**src/rtl/crc_scan_pkg.sv**
```systemverilog
package crc_scan_pkg;
  localparam logic [31:0] CRC_POLY = 32'hEDB8_8320;

  typedef enum logic [1:0] {
    ST_IDLE  = 2'd0,
    ST_NEXT  = 2'd1,
    ST_FETCH = 2'd2,
    ST_FOLD  = 2'd3
  } scan_state_e;

  localparam logic [2:0] SEL_ADDR = 3'd0;
  localparam logic [2:0] SEL_LEN  = 3'd1;
  localparam logic [2:0] SEL_DATA = 3'd2;
  localparam logic [2:0] SEL_CTRL = 3'd3;
  localparam logic [2:0] SEL_STAT = 3'd4;

  localparam int CTRL_SRST_BIT  = 0;
  localparam int CTRL_START_BIT = 1;
  localparam int STAT_DONE_BIT  = 0;
  localparam int STAT_BERR_BIT  = 1;
endpackage

```
**src/rtl/crc_scan_step.sv**
```systemverilog
module crc_scan_step #(
  parameter logic [31:0] POLY = crc_scan_pkg::CRC_POLY
) (
  input  logic [31:0] crc_in,
  input  logic [7:0]  data_in,
  output logic [31:0] crc_out
);
  logic [31:0] stage [0:8];

  assign stage[0] = crc_in ^ {24'h0, data_in};

  // one reflected shift per bit, LSB first
  generate
    for (genvar k = 0; k < 8; k++) begin : g_bit
      assign stage[k+1] = stage[k][0] ? ({1'b0, stage[k][31:1]} ^ POLY)
                                      : {1'b0, stage[k][31:1]};
    end
  endgenerate

  assign crc_out = stage[8];
endmodule

```
**src/rtl/crc_scan_regs.sv**
```systemverilog
module crc_scan_regs
  import crc_scan_pkg::*;
#(
  parameter int ADDR_W = 32,
  parameter int LEN_W  = 16
) (
  input  logic              clk,
  input  logic              rst_n,
  input  logic              wr_en,
  input  logic [2:0]        sel,
  input  logic [31:0]       wdata,
  output logic [31:0]       rdata,
  input  logic              busy,
  input  logic              start_ld,
  input  logic [ADDR_W-1:0] ld_addr,
  input  logic [LEN_W-1:0]  ld_len,
  input  logic              ld_seed_en,
  input  logic [31:0]       ld_seed,
  input  logic              byte_ld,
  input  logic [31:0]       crc_nxt,
  input  logic              fin,
  input  logic              fin_err,
  output logic              start_req,
  output logic              srst_req,
  output logic [ADDR_W-1:0] addr_q,
  output logic [LEN_W-1:0]  len_q,
  output logic [31:0]       data_q,
  output logic              done_q,
  output logic              berr_q
);
  logic [ADDR_W-1:0] addr_d;
  logic [LEN_W-1:0]  len_d;
  logic [31:0]       data_d;
  logic              done_d, berr_d;
  logic              ctrl_wr;

  assign ctrl_wr   = wr_en && (sel == SEL_CTRL);
  assign srst_req  = ctrl_wr && wdata[CTRL_SRST_BIT];
  assign start_req = ctrl_wr && wdata[CTRL_START_BIT] && !wdata[CTRL_SRST_BIT];

  always_comb begin
    addr_d = addr_q;
    len_d  = len_q;
    data_d = data_q;
    done_d = done_q;
    berr_d = berr_q;
    if (srst_req) begin
      addr_d = '0;
      len_d  = '0;
      data_d = '0;
      done_d = 1'b0;
      berr_d = 1'b0;
    end else begin
      if (wr_en && !busy) begin
        if (sel == SEL_ADDR) addr_d = wdata[ADDR_W-1:0];
        if (sel == SEL_LEN)  len_d  = wdata[LEN_W-1:0];
        if (sel == SEL_DATA) data_d = wdata;
      end
      if (start_ld) begin
        addr_d = ld_addr;
        len_d  = ld_len;
        if (ld_seed_en) data_d = ld_seed;
        done_d = 1'b0;
        berr_d = 1'b0;
      end
      if (byte_ld) data_d = crc_nxt;
      if (fin) begin
        done_d = 1'b1;
        berr_d = fin_err;
      end
    end
  end

  always_ff @(posedge clk or negedge rst_n) begin
    if (!rst_n) begin
      addr_q <= '0;
      len_q  <= '0;
      data_q <= '0;
      done_q <= 1'b0;
      berr_q <= 1'b0;
    end else begin
      addr_q <= addr_d;
      len_q  <= len_d;
      data_q <= data_d;
      done_q <= done_d;
      berr_q <= berr_d;
    end
  end

  always_comb begin
    rdata = '0;
    case (sel)
      SEL_ADDR: rdata = 32'(addr_q);
      SEL_LEN:  rdata = 32'(len_q);
      SEL_DATA: rdata = data_q;
      SEL_STAT: begin
        rdata[STAT_DONE_BIT] = done_q;
        rdata[STAT_BERR_BIT] = berr_q;
      end
      default:  rdata = '0;
    endcase
  end
endmodule

```
**src/rtl/crc_scan_ctrl.sv**
```systemverilog
module crc_scan_ctrl
  import crc_scan_pkg::*;
#(
  parameter int          ADDR_W      = 32,
  parameter int          LEN_W       = 16,
  parameter logic [31:0] ARRAY_BASE  = 32'h0000_0000,
  parameter logic [31:0] ARRAY_BYTES = 32'h0000_C000,
  parameter logic [31:0] EE_BASE     = 32'h0000_C000,
  parameter logic [31:0] EE_BYTES    = 32'h0000_1000
) (
  input  logic              clk,
  input  logic              rst_n,
  input  logic              start_req,
  input  logic              srst_req,
  input  logic              prot_en,
  input  logic [1:0]        area_sel,
  input  logic [ADDR_W-1:0] addr_q,
  input  logic [LEN_W-1:0]  len_q,
  output logic              busy,
  output logic              mem_req,
  output logic [ADDR_W-1:0] mem_addr,
  input  logic              mem_rvalid,
  input  logic [31:0]       mem_rdata,
  input  logic              mem_rerr,
  output logic              start_ld,
  output logic [ADDR_W-1:0] ld_addr,
  output logic [LEN_W-1:0]  ld_len,
  output logic              ld_seed_en,
  output logic [31:0]       ld_seed,
  output logic              byte_ld,
  output logic [7:0]        fold_byte,
  output logic              fin,
  output logic              fin_err
);
  localparam int WA_W = ADDR_W - 2;
  localparam int WC_W = LEN_W - 2;

  scan_state_e      state_q, state_d;
  logic [WA_W-1:0]  waddr_q, waddr_d;
  logic [WC_W-1:0]  words_q, words_d;
  logic [31:0]      word_q, word_d;
  logic [1:0]       bidx_q, bidx_d;
  logic             reserved_area;
  logic             unused_low;

  // effective region and seed, forced in protected mode
  always_comb begin
    ld_addr    = addr_q;
    ld_len     = len_q;
    ld_seed_en = 1'b0;
    if (prot_en) begin
      ld_seed_en = 1'b1;
      if (area_sel[0]) begin
        ld_addr = ADDR_W'(EE_BASE);
        ld_len  = LEN_W'(EE_BYTES);
      end else begin
        ld_addr = ADDR_W'(ARRAY_BASE);
        ld_len  = LEN_W'(ARRAY_BYTES);
      end
    end
  end

  assign ld_seed       = 32'hFFFF_FFFF;
  assign reserved_area = prot_en && area_sel[1];
  assign unused_low    = ^{ld_addr[1:0], ld_len[1:0]};

  always_comb begin
    state_d  = state_q;
    waddr_d  = waddr_q;
    words_d  = words_q;
    word_d   = word_q;
    bidx_d   = bidx_q;
    start_ld = 1'b0;
    byte_ld  = 1'b0;
    fin      = 1'b0;
    fin_err  = 1'b0;
    mem_req  = 1'b0;
    case (state_q)
      ST_IDLE: begin
        if (start_req) begin
          if (reserved_area) begin
            fin     = 1'b1;
            fin_err = 1'b1;
          end else begin
            start_ld = 1'b1;
            waddr_d  = ld_addr[ADDR_W-1:2];
            words_d  = ld_len[LEN_W-1:2];
            state_d  = ST_NEXT;
          end
        end
      end
      ST_NEXT: begin
        if (words_q == '0) begin
          fin     = 1'b1;
          state_d = ST_IDLE;
        end else begin
          state_d = ST_FETCH;
        end
      end
      ST_FETCH: begin
        mem_req = 1'b1;
        if (mem_rvalid) begin
          if (mem_rerr) begin
            fin     = 1'b1;
            fin_err = 1'b1;
            state_d = ST_IDLE;
          end else begin
            word_d  = mem_rdata;
            bidx_d  = 2'd0;
            state_d = ST_FOLD;
          end
        end
      end
      ST_FOLD: begin
        byte_ld = 1'b1;
        bidx_d  = bidx_q + 2'd1;
        if (bidx_q == 2'd3) begin
          waddr_d = waddr_q + 1'b1;
          words_d = words_q - 1'b1;
          state_d = ST_NEXT;
        end
      end
      default: state_d = ST_IDLE;
    endcase
    if (srst_req) begin
      state_d  = ST_IDLE;
      start_ld = 1'b0;
      byte_ld  = 1'b0;
      fin      = 1'b0;
    end
  end

  always_ff @(posedge clk or negedge rst_n) begin
    if (!rst_n) begin
      state_q <= ST_IDLE;
      waddr_q <= '0;
      words_q <= '0;
      word_q  <= '0;
      bidx_q  <= '0;
    end else begin
      state_q <= state_d;
      waddr_q <= waddr_d;
      words_q <= words_d;
      word_q  <= word_d;
      bidx_q  <= bidx_d;
    end
  end

  assign busy      = (state_q != ST_IDLE);
  assign mem_addr  = {waddr_q, 2'b00};
  assign fold_byte = word_q[8*bidx_q +: 8];
endmodule

```
**src/rtl/crc_scan_engine.sv**
```systemverilog
module crc_scan_engine #(
  parameter int          ADDR_W      = 32,
  parameter int          LEN_W       = 16,
  parameter logic [31:0] ARRAY_BASE  = 32'h0000_0000,
  parameter logic [31:0] ARRAY_BYTES = 32'h0000_C000,
  parameter logic [31:0] EE_BASE     = 32'h0000_C000,
  parameter logic [31:0] EE_BYTES    = 32'h0000_1000
) (
  input  logic              clk,
  input  logic              rst_n,
  input  logic              reg_wr,
  input  logic [2:0]        reg_sel,
  input  logic [31:0]       reg_wdata,
  output logic [31:0]       reg_rdata,
  input  logic              prot_en,
  input  logic [1:0]        area_sel,
  output logic              mem_req,
  output logic [ADDR_W-1:0] mem_addr,
  input  logic              mem_rvalid,
  input  logic [31:0]       mem_rdata,
  input  logic              mem_rerr
);
  logic              busy, start_req, srst_req, start_ld, ld_seed_en;
  logic              byte_ld, fin, fin_err, done_q, berr_q;
  logic [ADDR_W-1:0] addr_q, ld_addr;
  logic [LEN_W-1:0]  len_q, ld_len;
  logic [31:0]       data_q, ld_seed, crc_nxt;
  logic [7:0]        fold_byte;

  crc_scan_regs #(.ADDR_W(ADDR_W), .LEN_W(LEN_W)) u_regs (
    .clk(clk), .rst_n(rst_n), .wr_en(reg_wr), .sel(reg_sel),
    .wdata(reg_wdata), .rdata(reg_rdata), .busy(busy),
    .start_ld(start_ld), .ld_addr(ld_addr), .ld_len(ld_len),
    .ld_seed_en(ld_seed_en), .ld_seed(ld_seed), .byte_ld(byte_ld),
    .crc_nxt(crc_nxt), .fin(fin), .fin_err(fin_err),
    .start_req(start_req), .srst_req(srst_req), .addr_q(addr_q),
    .len_q(len_q), .data_q(data_q), .done_q(done_q), .berr_q(berr_q)
  );

  crc_scan_ctrl #(
    .ADDR_W(ADDR_W), .LEN_W(LEN_W),
    .ARRAY_BASE(ARRAY_BASE), .ARRAY_BYTES(ARRAY_BYTES),
    .EE_BASE(EE_BASE), .EE_BYTES(EE_BYTES)
  ) u_ctrl (
    .clk(clk), .rst_n(rst_n), .start_req(start_req), .srst_req(srst_req),
    .prot_en(prot_en), .area_sel(area_sel), .addr_q(addr_q), .len_q(len_q),
    .busy(busy), .mem_req(mem_req), .mem_addr(mem_addr),
    .mem_rvalid(mem_rvalid), .mem_rdata(mem_rdata), .mem_rerr(mem_rerr),
    .start_ld(start_ld), .ld_addr(ld_addr), .ld_len(ld_len),
    .ld_seed_en(ld_seed_en), .ld_seed(ld_seed), .byte_ld(byte_ld),
    .fold_byte(fold_byte), .fin(fin), .fin_err(fin_err)
  );

  crc_scan_step u_step (
    .crc_in(data_q), .data_in(fold_byte), .crc_out(crc_nxt)
  );
endmodule

```
**config.mk**
```make
export PLATFORM = sky130hd
export DESIGN_NAME = crc_scan_engine
export DESIGN_NICKNAME = d
export VERILOG_FILES = /design/src/rtl/crc_scan_pkg.sv /design/src/rtl/crc_scan_step.sv /design/src/rtl/crc_scan_regs.sv /design/src/rtl/crc_scan_ctrl.sv /design/src/rtl/crc_scan_engine.sv
export SDC_FILE = /design/constraint.sdc
export NUM_CORES = 1
export LEC_CHECK = 0
export BUFFER_PORTS_ARGS = -buffer_cell sky130_fd_sc_hd__buf_2
export CAP_MARGIN = 10
export CORE_ASPECT_RATIO = 1.2
export CORE_MARGIN = 1.5
export CORE_UTILIZATION = 53
export DETAILED_ROUTE_END_ITERATION = 8
export PLACE_DENSITY = 0.75
export SLEW_MARGIN = 20
export SYNTH_ARGS = -nofsm -noshare
export SYNTH_HDL_FRONTEND = slang
export SYNTH_SLANG_ARGS = --single-unit
```
**constraint.sdc**
```tcl
create_clock -name clk -period 2.8 [get_ports clk]
set_clock_uncertainty 0.05 [all_clocks]
set_input_delay 0.14 -clock clk [delete_from_list [all_inputs] [get_ports clk]]
set_output_delay 0.14 -clock clk [all_outputs]
set_load 0.01 [all_outputs]
```
After elaboration in Yosys (flattened, before gate mapping)
Cells that the tools add are included.
{"block": "word_totals", "input_bits": 75, "output_inout_bits": 65, "elab_cells": 138, "reg_bits": 162}
{"block": "op_classes", "bitwise": 10, "muxes": 68, "reduce_logical": 26, "shifts": 1, "n_eq_ne": 18, "n_addsub": 3}
{"cell": "32-bit two-way mux", "count": 19}
{"cell": "16-bit two-way mux", "count": 7}
{"cell": "13-bit inverter with 14-bit output", "count": 8}
{"cell": "30-bit two-way mux", "count": 3}
{"cell": "30-bit one-hot mux with 3 select lines", "count": 1}
{"cell": "30-bit one-hot mux with 2 select lines", "count": 1}
{"cell": "14-bit two-way mux", "count": 3}
{"cell": "32-bit by 6-bit variable part select with 8-bit output", "count": 1}
{"cell": "32-bit by 8-bit bitwise XOR with 32-bit output", "count": 1}
{"cell": "30-bit by 1-bit adder with 30-bit output (second input constant)", "count": 1}
{"cell": "14-bit one-hot mux with 2 select lines", "count": 1}
{"cell": "1-bit two-way mux", "count": 19}
{"cell": "2-bit two-way mux", "count": 9}
{"cell": "2-bit one-hot mux with 4 select lines", "count": 2}
{"cell": "14-bit zero test", "count": 1}
{"cell": "14-bit by 1-bit subtractor with 14-bit output (second input constant)", "count": 1}
{"cell": "3-bit inequality test (second input constant)", "count": 4}
{"cell": "3-bit AND reduction", "count": 4}
{"cell": "3-bit nonzero test", "count": 4}
{"cell": "2-bit inequality test (second input constant)", "count": 4}
{"cell": "4-bit AND reduction", "count": 2}
{"cell": "2-bit == test (second input constant)", "count": 3}
{"cell": "3-bit by 2-bit == test with 1-bit output (second input constant)", "count": 2}
{"cell": "1-bit logical AND", "count": 6}
{"cell": "15 further kinds", "count": 19}

Logic depth before layout (Yosys ltp)
Gate-level depths: netlist of the first run.
{"block": "logic_depth", "depth_word": 20, "depth_mapped": 10, "ltp_nobuf": 7}

Hierarchy
Synthesis of the first run repeated with hierarchy kept, for this count alone.
{"block": "hier_totals", "cells_unflattened": 1334, "area_unflattened_um2": 12271.8}
{"mod": "crc_scan_regs", "area_each_um2": 5972.0, "seq_area_each_um2": 2052.0, "cells_each": 667, "instances": 1}
{"mod": "crc_scan_ctrl", "area_each_um2": 5477.8, "seq_area_each_um2": 2001.9, "cells_each": 597, "instances": 1}
{"mod": "crc_scan_step", "area_each_um2": 822.0, "seq_area_each_um2": 0.0, "cells_each": 70, "instances": 1}

Worst setup path after synthesis of the first run
No wires, ideal clock.
{"block": "synth_timing", "path_kind": "register to register", "from": "reg u_ctrl.bidx_q[0]", "to": "reg u_regs.data_q[25]", "path_buffers": 1, "t_arrival_ns": 2.483, "slack_ns": 0.163, "stages_incl_launch_ff": 7, "synth_period_minus_slack_ns": 2.637, "setup_ns": 0.104, "required_time_ns": 2.646, "path_cell_list": "dfrtp_1 -> buf_6 -> mux4_1 -> xnor2_2 -> xnor3_1 -> xnor3_1 -> a221oi_1"}
{"block": "synth_via", "elab_chain_len": 16, "word_cells_on_any_way": 17, "cone_classes": "shift: 1; mux: 10; bitwise: 6"}
{"element": "start, declared", "line_no": "crc_scan_ctrl.sv:42", "source": "logic [1:0] bidx_q, bidx_d;"}
{"element": "start signal, assigned", "line_no": "crc_scan_ctrl.sv:145", "source": "bidx_q <= bidx_d;"}
{"element": "32-bit by 6-bit variable part select with 8-bit output (*)", "line_no": "crc_scan_ctrl.sv:151", "source": "assign fold_byte = word_q[8*bidx_q +: 8];"}
{"element": "32-bit by 8-bit bitwise XOR with 32-bit output (*)", "line_no": "crc_scan_step.sv:10", "source": "assign stage[0] = crc_in ^ {24'h0, data_in};"}
{"element": "32-bit two-way mux (*) (2 in series)", "line_no": "crc_scan_step.sv:15", "source": "assign stage[k+1] = stage[k][0] ? ({1'b0, stage[k][31:1]} ^ POLY)"}
{"element": "13-bit inverter with 14-bit output (no line)"}
{"element": "32-bit two-way mux (*)", "line_no": "crc_scan_step.sv:15"}
{"element": "13-bit inverter with 14-bit output (no line)"}
{"element": "32-bit two-way mux (*) (2 in series)", "line_no": "crc_scan_step.sv:15"}
{"element": "13-bit inverter with 14-bit output (no line)"}
{"element": "32-bit two-way mux (*)", "line_no": "crc_scan_step.sv:15"}
{"element": "13-bit inverter with 14-bit output (no line)"}
{"element": "32-bit two-way mux (*) (2 in series)", "line_no": "crc_scan_step.sv:15"}
{"element": "32-bit two-way mux (*)", "line_no": "crc_scan_regs.sv:66", "source": "if (byte_ld) data_d = crc_nxt;"}
{"element": "32-bit two-way mux (*)", "line_no": "crc_scan_regs.sv:47", "source": "if (srst_req) begin"}
{"element": "named net u_regs.data_d[25]", "line_no": "crc_scan_regs.sv:33", "source": "logic [31:0] data_d;"}
{"element": "end signal, assigned", "line_no": "crc_scan_regs.sv:84", "source": "data_q <= data_d;"}
{"element": "end, declared", "line_no": "crc_scan_regs.sv:27", "source": "output logic [31:0] data_q,"}
The timed path passes the listed nets; every way through them passes the cells marked *.
A chain may end at the register's enable or synchronous reset.

Final worst setup path of the first run
Ends and elaborated chain as after synthesis.

==> results of run 1 <==
-- logic make-up (layout without fill, tap and decap cells) --
kind of cell | after synthesis | after routing
xor gates and xnor gates | 63 | 63
muxes | 101 | 101
and+or+nand+nor | 199 | 199
other | 1 | 2
AOI/OAI and AO/OA | 271 | 271
adders and majority gates | 8 | 8
buffers and inverters | 89 | 299
DFF | 162 | 162
-- worst max-delay path by stage --
stage	from	endpoint	slack (ns)	cells after the start
6_report	u_ctrl.bidx_q[0]$_DFFE_PN0P_	u_regs.data_q[25]$_DFF_PN0_	-0.001	6
5_1_grt	u_ctrl.bidx_q[0]$_DFFE_PN0P_	u_regs.data_q[25]$_DFF_PN0_	-0.09	6
3_3_place_gp	u_ctrl.bidx_q[0]$_DFFE_PN0P_	u_regs.data_q[25]$_DFF_PN0_	0.09	6
2_1_floorplan	u_ctrl.bidx_q[0]$_DFFE_PN0P_	u_regs.data_q[25]$_DFF_PN0_	0.16	6
3_5_place_dp	u_ctrl.bidx_q[0]$_DFFE_PN0P_	u_regs.data_q[19]$_DFF_PN0_	0.03	7
4_1_cts	u_ctrl.bidx_q[0]$_DFFE_PN0P_	u_regs.data_q[25]$_DFF_PN0_	0.0004	6
-- critical path, cell delays in order (launching register included) --
cell	delay (ns)
dfrtp_2	0.42
buf_4	0.19
mux4_2	0.60
xnor2_4	0.34
xnor3_1	0.46
xnor3_1	0.36
a221oi_1	0.27
-- through the flow --
| step | TNS (ns) | area (um^2) | cells |
|---|---|---|---|
| global route | -0.123 | 12100 | 1325 |
| detailed placement | 0 | 10700 | 1224 |
| global placement | 0 | 10700 | 1224 |
| CTS | 0 | 12000 | 1318 |
| finish | -0.00131 | 12100 | 1325 |
| floorplan | 0 | 9680 | 895 |
-- Yosys cell counts, types with 9 or more instances --
cell	count	area share
o21ai_0	34	0.018
inv_1	19	0.0074
nor4_1	11	0.0071
a31oi_1	23	0.015
a221oi_1	24	0.022
a22o_1	57	0.052
nor3_1	21	0.011
mux2i_1	59	0.061
xnor3_1	16	0.037
nor2_1	55	0.021
o21a_1	9	0.0070
dfrtp_1	162	0.42
xor2_1	13	0.012
xnor2_1	20	0.018
clkbuf_1	51	0.020
a21oi_1	42	0.022
mux2_2	34	0.040
nand4_1	11	0.0071
nand3_1	15	0.0078
a22oi_1	20	0.016
nand2_1	34	0.013
-- power breakdown --
group / total, mW / switching [mW] / internal [mW]
Combinational: 12.0 / 5.55 / 6.44
Sequential: 4.61 / 1.24 / 3.37
Clock: 2.40 / 0.981 / 1.42
Total: 19.0 / 7.76 / 11.2
-- what timing repair did --
| action | 4_1_cts | 5_1_grt |
|---|---|---|
| buffers inserted | 0 | 7 |
| endpoints found under the hold margin | 126 | 0 |
| resized for setup | 0 | 5 |
| setup endpoints to repair | 0 | 5 |
| hold buffers | 63 | 0 |
-- final cells by class --
cell class | count | area (um^2) | area share
multi-input cells | 644 | 5340 | 0.442
flip-flops and latches | 162 | 4060 | 0.336
repair buffers | 247 | 1740 | 0.144
clock buffers | 19 | 443 | 0.0367
well taps | 220 | 275 | 0.0228
clock inverters | 12 | 156 | 0.0129
inverters | 21 | 78.8 | 0.00652
-- per-layer routing --
| layer | share of wire | wire length [um] | GRT usage |
|---|---|---|---|
| met5 | 0 | 0 | 0 |
| met4 | 0.035 | 1100 | 0.128 |
| met3 | 0.073 | 2340 | 0.0608 |
| met2 | 0.52 | 16400 | 0.565 |
| met1 | 0.38 | 12000 | 0.407 |
-- state kept, by name, summed over array words and instances, names as in the netlist --
| name | flops |
|---|---|
| u_ctrl.bidx_q | 2 |
| u_ctrl.state_q | 2 |
| u_ctrl.waddr_q | 30 |
| u_ctrl.word_q | 32 |
| u_ctrl.words_q | 14 |
| u_regs.addr_q | 32 |
| u_regs.berr_q | 1 |
| u_regs.data_q | 32 |
| u_regs.done_q | 1 |
| u_regs.len_q | 16 |
==> metrics.txt, run 1 <==
status finished with violations; failing checks negative setup slack; Final Cycle Share 1.00; # DRC 0; FP Rows 53; main combinational cell family by area after synthesis compound AO/OA/AOI/OAI gates; post-DP HPWL a little over 20 mm; library cells used by synthesis 73; GRT overflow 0; Longest Clk Path Bufs 2; Worst setup EP type flop; Final #Nets approximately 1200; CTS tree yes; final core occ 0.682; final hold violations 0; I/O pins 140; worst vdd ir between 0.001 and 0.0015 V; most common cell after layout, fill and taps aside dfrtp_1; setup slack after layout -0.00131 ns; initial core utilization 0.547; post-synthesis xor/xnor area fraction 0.101; Worst-Skew Late Latency ~0.43 ns; DR WL/cell around 24 um; die height 151 um; reg2reg setup slack -0.001 ns; Top FF cell, synth dfrtp_1; FF+latch count, synth between 150 and 200; core area approximately 0.018 mm^2; n_diodes 0; Post-DRT Antenna Nets 0; WS Path Type flop to flop; final slew viol count 0; Post-synth ARST share 1.00; sequential-to-total area share from yosys stat 0.419; initial drt markers between 1000 and 1500; Max Cap Viol 0; leakage power ~5.4 nW; layout cells sized above 1 0.262; clk slew on worst S/H paths 0.06 ns; maximum number of pins on one net before global-route repair 68; Filler cells about 1300; Worst Hold Path Cells 4; post-place setup slack between 0.02 and 0.03 ns; Compound-Gate Fraction of Synth Area 0.206; CTS Root Cell clkbuf_16; Placer Congestion about 1.0; port bufs 137; Mapped Area between 0.009 and 0.01 mm^2; Slew HR 0.359; vias between 8000 and 9000; CP arrival 3.08 ns; TritonRoute pass-1 iters 8; Hold EP u_ctrl.state_q[0]$_DFFE_PN0P_; Mapped Cells between 800 and 900; Syn Area/Cell between 10 and 15 um^2; Die ar. about 0.019 mm^2; Achievable Freq 0.357 GHz; area delta synth->final 24.9%; Tightest Pin Transition between 0.9 and 1 ns; Synth Area in Adders 0.0103; Tmin final 2.80 ns; gr usage total 0.326; r2r endpoint u_regs.data_q[25]$_DFF_PN0_; post-synthesis simple-gate area fraction 0.106; drt total wl between 30 and 40 mm; CTS Buf Count 17; # setup viols final 1; number of synthesized flops with an enable pin 0; Hold WS ~0.015 ns; CP required slightly above 3 ns; HP Start mem_rvalid; vias in the first global route between 8000 and 9000; worst r2r src u_ctrl.bidx_q[0]$_DFFE_PN0P_; Power Total 19.0 mW; Power Density roughly 1600 mW/mm^2; wire length of the first global-routing pass approximately 48 mm; Worst Reg-to-Reg Cells 6; H-tree levels 4; yosys warns 0; worst hold path type input port to flop; CTS sink count approximately 160; most frequent cells in the layout dfrtp_1, buf_2, dlygate4sd3_1, mux2i_1, a22o_1; CP Launch Type flop; mux cell area share after synthesis 0.120; post-DR vias/cell approximately 6.6; antenna violations before repair 0; CP max FO 5; Die Width 126 um
(Power assumes the default switching activity.)
==> inputs of run 2 (changes only) <==
--- a/config.mk
+++ b/config.mk
@@ -5,13 +5,14 @@
 export SDC_FILE = /design/constraint.sdc
 export NUM_CORES = 1
 export LEC_CHECK = 0
+export ABC_AREA = 1
 export BUFFER_PORTS_ARGS = -buffer_cell sky130_fd_sc_hd__buf_2
 export CAP_MARGIN = 10
 export CORE_ASPECT_RATIO = 1.2
 export CORE_MARGIN = 1.5
 export CORE_UTILIZATION = 53
 export DETAILED_ROUTE_END_ITERATION = 8
-export PLACE_DENSITY = 0.75
+export PLACE_DENSITY = 0.74
 export SLEW_MARGIN = 20
 export SYNTH_ARGS = -nofsm -noshare
 export SYNTH_HDL_FRONTEND = slang
==> metrics.txt, run 2 <==
worst r2r src u_ctrl.bidx_q[1]$_DFFE_PN0P_; sw frac 0.479; GRT overflow 0; Worst Hold Path Cells 3; Filler cells roughly 1700; CTS Root Cell clkbuf_16; leakage power roughly 6 nW; gr usage total 0.327; Post-DRT Antenna Nets 0; top post-synthesis cells by area dfrtp_1, nand2_1, o21ai_0; antenna violations before repair 0; Final #Nets around 1600; clock share of power 0.173; maximum number of pins on one net before global-route repair 74; FP Rows 56; initial drt markers 959; Slowest cell on crit path dfrtp_1; Power Total 15.6 mW; number of synthesized flops with an enable pin 0; Longest Clk Path Bufs 2; Die Width around 130 um; post-DP HPWL approximately 24 mm; setup TNS 0 ns; CP max FO 10; CTS sink count between 150 and 200; final hold violations 0; Slew HR 0.444; largest registers u_ctrl.word_q: 32 flops, u_regs.addr_q: 32 flops, u_regs.data_q: 32 flops; delay-heaviest family, CP simple AND/OR/NAND/NOR gates; Mapped Area roughly 0.011 mm^2; cell accounting for the most synthesized area dfrtp_1; Top FF cell, synth dfrtp_1; Pint about 8.1 mW; TritonRoute pass-1 iters 8; Achievable Freq 0.412 GHz; yosys warns 0; RSZ-0062 raised after global routing false; post-DR vias/cell about 5.8; drt total wl roughly 34 mm; Synth top area share 0.382; CP arrival roughly 2.7 ns; layout cells sized above 1 0.187; Hold EP u_regs.addr_q[19]$_DFFE_PN0P_; CP Launch Type flop; wire length of the first global-routing pass around 54 mm; worst vdd ir approximately 0.00081 V; most numerous cell in the Yosys netlist nand2_1; NetSw 7.46 mW; Power Density around 1200 mW/mm^2; clk slew on worst S/H paths 0.07 ns; Mapped Cells roughly 1400; Final Cycle Share 0.866; most common cell after layout, fill and taps aside nand2_1; logic gate share of total power 0.549; Worst Reg-to-Reg Cells 15; CP required roughly 3 ns; port bufs around 140; Worst Path Buf+Inv 4; initial core utilization 0.542; WS Path Type flop to flop; Placer Congestion roughly 0.93; # setup viols final 0; Tmin final roughly 2.4 ns; Tightest Pin Transition just over 0.8 ns; Reg power frac 0.278; Max Cap Viol 0; vias roughly 11000; HP Start reg_wdata[19]; register area around 0.0041 mm^2; worst hold path type input port to flop; Syn Area/Cell about 7.5 um^2; vias in the first global route just over 10000; FF+latch count, synth about 160; core area a little under 0.02 mm^2; Worst-Skew Late Latency approximately 0.44 ns; Commonest cells post-synth nand2_1, inv_1, dfrtp_1; crit-path max cell delay ~0.67 ns; die height between 150 and 200 um; H-tree levels 4; Post-synth ARST share 1.00; area delta synth->final 18.5%; # DRC 0; library cells used by synthesis 54; Worst setup EP type flop; reg2reg setup slack approximately 0.37 ns; chain of cells forming the critical path inv_4 > nand3_1 > nand2_1 > nand2_1 > nand2_2 > nand2_2 > nand2_4 > inv_2 > nand2_2 > nand2_2 > inv_1 > nand2_1 > nand3_1 > nand2_1 > inv_1; I/O pins 140; sequential-to-total area share from yosys stat 0.382; multi-input logic area approximately 0.0055 mm^2; most frequent cells in the layout nand2_1, inv_1, dfrtp_1, o21ai_0, buf_2; DR WL/cell around 18 um; setup slack after layout roughly 0.37 ns; r2r endpoint u_regs.data_q[19]$_DFF_PN0_; CTS tree yes; total setup buffers inserted after CTS 0; status finished clean; n_diodes 0; Die ar. around 0.021 mm^2; post-place setup slack roughly 0.43 ns; CTS Buf Count 17; final slew viol count 0
-- run 2: power groups by stage --
stage	logic, mW	registers [mW]	clock network, mW
CTS	8.47	4.31	2.71
detailed placement	8.36	4.34	0
floorplan	6.26	4.17	0
finish	8.55	4.33	2.69
global route	9.54	4.46	2.80
global placement	8.27	4.30	0
-- run 2: per-stage QoR --
stage	instance area (um^2)	std cells	hold WS [ns]	util
global placement	11500	1766	0.170	0.588
finish	12600	1836	0.0138	0.642
detailed placement	11500	1766	0.177	0.588
floorplan	10600	1416	-0.206	-
global route	12600	1836	0.0304	0.642
CTS	12600	1836	0.00501	0.642
-- run 2: worst register-to-register path, delay by kind of cell, from the launching register on --
kind          cells  cell delay (ns)
buf+inv           4             0.40
flops             1             0.67
simple gates     11             1.20
-- run 2: timing repair --
item | 4_1_cts | 5_1_grt
hold buffers | 38 | 0
gates resized for setup | 0 | 0
endpoints found under the hold margin | 108 | 0
-- run 2: area by class of cell --
cell class                 instances  share of cell area
sequential                       162               0.323
tap                              261              0.0260
multi-input combinational        986               0.434
clock inverter                    15              0.0195
clock buffer                      17              0.0339
timing repair buffer             203               0.105
inverter                         192              0.0582
-- run 2: cells by family (layout without fill, tap and decap cells) --
group           count (synthesis)  count (layout)  share of synthesized area
buf+inv                       268             427                      0.104
fa+ha+maj                       8               8                    0.00944
mux                            33              33                     0.0351
other cells                     1               2                   0.000354
compound gates                335             335                      0.185
flops                         162             162                      0.382
xor+xnor                       49              49                     0.0479
simple gates                  559             559                      0.236
-- run 2: worst max path at each step --
stage	start	end	depth (start not counted)
5_1_grt	u_ctrl.bidx_q[0]$_DFFE_PN0P_	u_regs.data_q[19]$_DFF_PN0_	16
3_3_place_gp	u_ctrl.bidx_q[0]$_DFFE_PN0P_	u_regs.data_q[19]$_DFF_PN0_	16
2_1_floorplan	u_ctrl.waddr_q[0]$_DFFE_PN0P_	u_ctrl.waddr_q[26]$_DFFE_PN0P_	13
3_5_place_dp	u_ctrl.bidx_q[0]$_DFFE_PN0P_	u_regs.data_q[19]$_DFF_PN0_	16
6_report	u_ctrl.bidx_q[1]$_DFFE_PN0P_	u_regs.data_q[19]$_DFF_PN0_	15
4_1_cts	u_ctrl.bidx_q[1]$_DFFE_PN0P_	u_regs.data_q[19]$_DFF_PN0_	15
-- run 2: per-layer routing --
| layer | share of wire | vias up | GRT usage |
|---|---|---|---|
| li1 | - | 5022 | - |
| met1 | 0.41 | 4993 | 0.421 |
| met2 | 0.49 | 467 | 0.565 |
| met3 | 0.068 | 80 | 0.0500 |
| met4 | 0.032 | 0 | 0.110 |
| met5 | 0 | - | 0 |
